File: src/rtl/pclk_pkg.sv
package pclk_pkg;

    parameter int CW_W    = 32;
    parameter int SEL_LSB = 4;
    parameter int SEL_W   = 2;
    parameter int DIV_LSB = 8;
    parameter int DIV_W   = 6;
    parameter int GATE_N  = 2;
    parameter int NSRC    = 3;

    typedef struct packed {
        logic [SEL_W-1:0]  sel;
        logic [DIV_W-1:0]  div;
        logic [GATE_N-1:0] gate;
    } cfg_t;

    localparam cfg_t CFG_RST = '{sel: '0, div: DIV_W'(1), gate: '0};

    // two select codes alias onto the first source
    function automatic logic [1:0] src_index(input logic [SEL_W-1:0] code);
        logic [1:0] idx;
        case (code)
            2'd2:    idx = 2'd1;
            2'd3:    idx = 2'd2;
            default: idx = 2'd0;
        endcase
        return idx;
    endfunction

    function automatic cfg_t unpack_word(input logic [CW_W-1:0] w);
        cfg_t c;
        c.sel  = w[SEL_LSB +: SEL_W];
        c.div  = w[DIV_LSB +: DIV_W];
        c.gate = w[GATE_N-1:0];
        return c;
    endfunction

endpackage

File: src/rtl/pclk_cfg_reg.sv
module pclk_cfg_reg
    import pclk_pkg::*;
#(
    parameter bit GATE1_EN = 1'b1
) (
    input  logic            clk,
    input  logic            rst_n,
    input  logic            wr_en,
    input  logic [CW_W-1:0] wr_data,
    output cfg_t            cfg_o
);

    typedef struct packed {
        cfg_t cfg;
    } reg_st_t;

    reg_st_t st_d, st_q;

    always_comb begin
        st_d = st_q;
        if (wr_en) begin
            st_d.cfg = unpack_word(wr_data);
            if (!GATE1_EN) begin
                st_d.cfg.gate[1] = 1'b0;
            end
        end
    end

    always_ff @(posedge clk) begin
        if (!rst_n) begin
            st_q.cfg <= CFG_RST;
        end else begin
            st_q <= st_d;
        end
    end

    assign cfg_o = st_q.cfg;

endmodule

File: src/rtl/pclk_src_mux.sv
module pclk_src_mux
    import pclk_pkg::*;
(
    input  logic [NSRC-1:0]  src_tick,
    input  logic [SEL_W-1:0] code,
    output logic             sel_tick
);

    always_comb begin
        sel_tick = src_tick[src_index(code)];
    end

endmodule

File: src/rtl/pclk_div_core.sv
module pclk_div_core
    import pclk_pkg::*;
(
    input  logic             clk,
    input  logic             rst_n,
    input  logic             step_i,
    input  cfg_t             pend_i,
    output logic [SEL_W-1:0] act_sel_o,
    output logic [DIV_W-1:0] act_div_o,
    output logic [DIV_W-1:0] cnt_o,
    output logic             wrap_o
);

    typedef struct packed {
        logic [SEL_W-1:0] sel;
        logic [DIV_W-1:0] div;
        logic [DIV_W-1:0] cnt;
    } div_st_t;

    div_st_t          st_d, st_q;
    logic [DIV_W-1:0] eff_div;
    logic             at_last;

    always_comb begin
        st_d    = st_q;
        eff_div = (st_q.div == '0) ? DIV_W'(1) : st_q.div;
        at_last = (st_q.cnt == eff_div - DIV_W'(1));
        wrap_o  = step_i && at_last;
        if (step_i) begin
            if (at_last) begin
                // period boundary: adopt pending settings
                st_d.cnt = '0;
                st_d.sel = pend_i.sel;
                st_d.div = pend_i.div;
            end else begin
                st_d.cnt = st_q.cnt + DIV_W'(1);
            end
        end
    end

    always_ff @(posedge clk) begin
        if (!rst_n) begin
            st_q.sel <= CFG_RST.sel;
            st_q.div <= CFG_RST.div;
            st_q.cnt <= '0;
        end else begin
            st_q <= st_d;
        end
    end

    assign act_sel_o = st_q.sel;
    assign act_div_o = st_q.div;
    assign cnt_o     = st_q.cnt;

endmodule

File: src/rtl/pclk_seldiv.sv
module pclk_seldiv
    import pclk_pkg::*;
#(
    parameter bit GATE1_EN = 1'b1
) (
    input  logic        clk,
    input  logic        rst_n,
    input  logic        cfg_we,
    input  logic [31:0] cfg_wdata,
    input  logic [2:0]  src_tick,
    output logic [1:0]  out_tick
);

    cfg_t              cfg;
    logic [SEL_W-1:0]  act_sel;
    logic [DIV_W-1:0]  act_div;
    logic [DIV_W-1:0]  cnt;
    logic              wrap;
    logic              sel_tick;
    logic [GATE_N-1:0] gate_fire;

    typedef struct packed {
        logic [GATE_N-1:0] tick;
    } out_st_t;

    out_st_t st_d, st_q;

    pclk_cfg_reg #(.GATE1_EN(GATE1_EN)) cfg_i (
        .clk     (clk),
        .rst_n   (rst_n),
        .wr_en   (cfg_we),
        .wr_data (cfg_wdata),
        .cfg_o   (cfg)
    );

    pclk_src_mux mux_i (
        .src_tick (src_tick),
        .code     (act_sel),
        .sel_tick (sel_tick)
    );

    pclk_div_core div_i (
        .clk       (clk),
        .rst_n     (rst_n),
        .step_i    (sel_tick),
        .pend_i    (cfg),
        .act_sel_o (act_sel),
        .act_div_o (act_div),
        .cnt_o     (cnt),
        .wrap_o    (wrap)
    );

    for (genvar g = 0; g < GATE_N; g++) begin : g_gate
        if (g == 1 && !GATE1_EN) begin : g_off
            assign gate_fire[g] = 1'b0;
        end else begin : g_on
            assign gate_fire[g] = wrap && cfg.gate[g];
        end
    end

    always_comb begin
        st_d      = st_q;
        st_d.tick = gate_fire;
    end

    always_ff @(posedge clk) begin
        if (!rst_n) begin
            st_q.tick <= '0;
        end else begin
            st_q <= st_d;
        end
    end

    assign out_tick = st_q.tick;

endmodule

File: config.mk
export PLATFORM = sky130hd
export DESIGN_NAME = pclk_seldiv
export DESIGN_NICKNAME = d
export VERILOG_FILES = /design/src/rtl/pclk_pkg.sv /design/src/rtl/pclk_cfg_reg.sv /design/src/rtl/pclk_src_mux.sv /design/src/rtl/pclk_div_core.sv /design/src/rtl/pclk_seldiv.sv
export SDC_FILE = /design/constraint.sdc
export NUM_CORES = 1
export LEC_CHECK = 0
export ABC_AREA = 1
export BUFFER_PORTS_ARGS = -buffer_cell sky130_fd_sc_hd__buf_2
export CAP_MARGIN = 20
export CORE_ASPECT_RATIO = 1.4
export CORE_UTILIZATION = 45
export DETAILED_ROUTE_END_ITERATION = 10
export GPL_TIMING_DRIVEN = 0
export MAX_ROUTING_LAYER = met4
export PLACE_DENSITY = 0.74
export SYNTH_ARGS = -nofsm -noshare
export SYNTH_HDL_FRONTEND = slang
export SYNTH_SLANG_ARGS = --single-unit
File: constraint.sdc
create_clock -name clk -period 1.3 [get_ports clk]
set_input_delay 0.13 -clock clk [delete_from_list [all_inputs] [get_ports clk]]
set_output_delay 0.13 -clock clk [all_outputs]
set_load 0.01 [all_outputs]
==> summary.md <==
| Metric | Value |
|---|---|
| Initial Util | 48.3% |
| I/O Buffers | 17 |
| VDD IR-drop max | 1.09 mV |
| Startpoint types | register |
| Clock skew | 0.00408 ns |
| DRT iter0 DRCs | 23 |
| Max Fclk | 658 MHz |
| DRC Markers | 0 |
| Multi-input gate area | 753 um2 |
| Synth Area in XOR/XNOR | 2.69% |
| Compound-Gate Fraction of Synth Area | 8.36% |
| Initial antenna violation count | 0 |
| Vias in the first global route | 1131 |
| Synthesized area | 1300 um2 |
| Filler Cells Inserted | 283 |
| Simple-Gate Fraction of Synth Area | 40.0% |
| Worst R2R Start | div_i.act_div_o[2] |
| Pre-Repair DR Iteration Count | 4 |
| Synth Warn # | 0 |
| I/O pin count | 40 |
| Fin crit share | 117% |
| Clock latency reported for the late side of the worst-skew pair | 0.33 ns |
| Syn avg cell area | 6.93 um2 |
| Post-Syn Nets | 227 |
| Share of cells above drive strength 1 | 25.6% |
| Wirelength per Cell | 10.5 um |
| Inserted Diodes | 0 |
| CP max stage delay | 0.38 ns |
| GPL Wtd Cong | 0.830 |
| CP Capture Type | register |
| CP Cell Sequence | nor2_4, nand2_2, nand2_2, nand3_1, nand2_2, nand2_4, nor2_8, nand2_4, nand2_4, nor2_1 |
| Synth-to-Final Area Change | 23.0% |
| Tot GR Track Use | 20.9% |
| Slew @ Worst Pin | 0.405 ns |
| Tot Pwr | 3.63 mW |
| Worst EP arrival | 1.76 ns |
| # hold bufs at CTS | 0 |
| CTS Sinks | 26 |
| Worst hold path type | in2reg |
| Reg2reg setup slack | -0.22 ns |
| Hold Fails Final Rpt | 0 |
| Global-route wire length before repair | 4580 um |
| Max-slew violations | 0 |
| H-tree depth | 1 |
| Total congestion overflow | 0 |
| Synth Register Bits | 26 |
| Violated checks | negative setup slack |
| CP max FO | 6 |
| RSZ-0062 raised after global routing | true |
| Register area share after synthesis | 40.0% |
| Synth Area in Adders | 0.961% |
| Largest family of logic cells by synthesized area | simple AND/OR/NAND/NOR gates |
| Crit path time final | 1.52 ns |
| Worst slew margin | 73.0% |
| DIE AREA | 3120 um2 |
| Worst Min Path Start | cfg_wdata[8] |
| Status | finished, violations left |
| Via count | 1225 |
| CTS Root Cell | clkbuf_4 |
| Setup CP Type | reg2reg |
| Fin util | 59.4% |
| Layout Nets | 255 |
| Multiplexer share of the synthesized area | 0% |
| Total of max-cap violations | 0 |
| CTS tree | done |
| Die H | 65.7 um |
| Clock-pin slew on the worst setup and hold paths | 0.14 ns |
| FP Rows | 22 |
| Gate Count Post-Synth | 188 |
| Largest net degree at the start of global routing | 16 |
| WHS Path Cells | 3 |
| Core area | 2700 um2 |
| Reg2Reg Depth | 10 |
| Routed vias/inst | 4.88 |
| Reg2Reg Capture Point | div_i.cnt_o[4] |
| Routed wire length | 2650 um |
| Netlist cell types | 21 |
| Num CTS Buffers | 3 |
| # setup viols final | 16 |
| Worst Path Required | 1.54 ns |
| Fin worst setup slack | -0.219 ns |
| CP max stage cell | dfxtp_4 |
| Hold Path Sink | cfg_i.cfg_o[2] |
| Detailed Place HPWL | 1840 um |
| Register area | 531 um2 |
| Clk buf depth | 2 |
| Antenna viol nets, final | 0 |
| PwrDens | 2270 nW/um2 |
| Lkg Pwr | 0.718 nW |
| Finished Layout Cells | 251 |
| Post-Place Cells | 241 |
| Overall die width | 47.5 um |
worst max-delay path, delay by kind of cell, from the launching register on:
kind / cells / cell delay (ns)
AND/OR/NAND/NOR: 10 / 1.07
flip-flops: 1 / 0.38
Yosys cell counts, drive strengths merged:
cell,n,area (um2)
a21oi,11,58.8
buf,2,7.51
clkbuf,1,3.75
dfxtp,26,521
ha,1,12.5
inv,25,93.8
nand2,48,205
nand3,22,115
nand4,2,12.5
nor2,34,178
nor3,2,10.0
o21ai,10,50.1
xor2,4,35.0
layout by cell type, fill, tap and decap left out:
master     instances
nand2_1           36
nor2_1            28
inv_1             23
dfxtp_1           22
nand3_1           20
buf_2             17
o21ai_0           10
a21oi_1            9
nand2_2            7
nor2_4             5
nand2_4            5
xor2_1             4
buf_4              4
clkbuf_4           3
buf_1              2
a21oi_2            2
inv_2              2
nand4_1            2
nor2_8             2
nor3_1             2
dfxtp_2            2
dfxtp_4            2
nor2_2             1
nand3_4            1
nand3_2            1
clkbuf_1           1
ha_1               1
bufinv_16          1
where the power goes:
group          leakage [nW]  switching, mW  total, mW  internal (mW)
logic                 0.475           1.25       1.95          0.700
registers             0.215          0.147       1.12          0.969
clock network        0.0279          0.248      0.560          0.312
total                 0.718           1.65       3.63           1.98
how the worst max path moves through the flow:
stage,slack [ns],cells after the start,from,end
2_1_floorplan,-0.01,10,div_i.act_div_o[2],div_i.act_div_o[0]
3_3_place_gp,-0.15,10,div_i.act_div_o[2],div_i.cnt_o[4]
3_5_place_dp,-0.17,10,div_i.act_div_o[2],div_i.cnt_o[2]
4_1_cts,-0.21,10,div_i.act_div_o[1],div_i.cnt_o[4]
5_1_grt,-0.35,9,div_i.act_div_o[2],div_i.act_div_o[1]
6_report,-0.22,10,div_i.act_div_o[2],div_i.cnt_o[4]
metal layers:
layer / track usage (%) / vias up / routed length [um]
li1: - / 651 / -
met1: 19.6 / 551 / 1020
met5: - / - / 0
met2: 39.6 / 16 / 1510
met3: 3.30 / 7 / 47
met4: 7.50 / 0 / 72
kinds of logic (layout without fill, tap and decap cells):
| group | count (synthesis) | count (layout) |
|---|---|---|
| DFF | 26 | 26 |
| buffers and inverters | 28 | 53 |
| and+or+nand+nor | 108 | 110 |
| xor gates and xnor gates | 4 | 4 |
| AOI/OAI and AO/OA | 21 | 21 |
| adders and majority gates | 1 | 1 |
sequential cells by signal, summed over array words and instances, names as in the netlist:
signal and flops:
div_i.cnt_o 6, div_i.act_sel_o 2, out_tick 2, cfg_i.cfg_o 10, div_i.act_div_o 6
stage by stage:
step / setup TNS [ns] / setup slack [ns] / cell area [um2] / hold slack, ns
2_1_floorplan: -0.0216 / -0.00970 / 1310 / 0.252
3_3_place_gp: -1.89 / -0.150 / 1440 / 0.343
3_5_place_dp: -2.18 / -0.171 / 1440 / 0.352
4_1_cts: -2.81 / -0.206 / 1560 / 0.00492
5_1_grt: -4.89 / -0.355 / 1600 / 0.000543
6_report: -3.13 / -0.219 / 1600 / 0.00419
what timing repair did:
item,in CTS,in global routing
cloned,2,0
gates resized for setup,9,8
endpoints found under the setup margin,16,16
setup buffers,2,2
pin swaps,5,7
cell type report:
class	count	share of cell area (%)
clock buffers	3	1.41
multi-input cells	136	47.0
plain buffers	3	0.703
well taps	36	2.81
flip-flops and latches	26	33.1
clock inverters	1	1.87
repair buffers	21	7.19
inverters	25	5.86
Note: power is estimated with default switching activity, not from simulation.
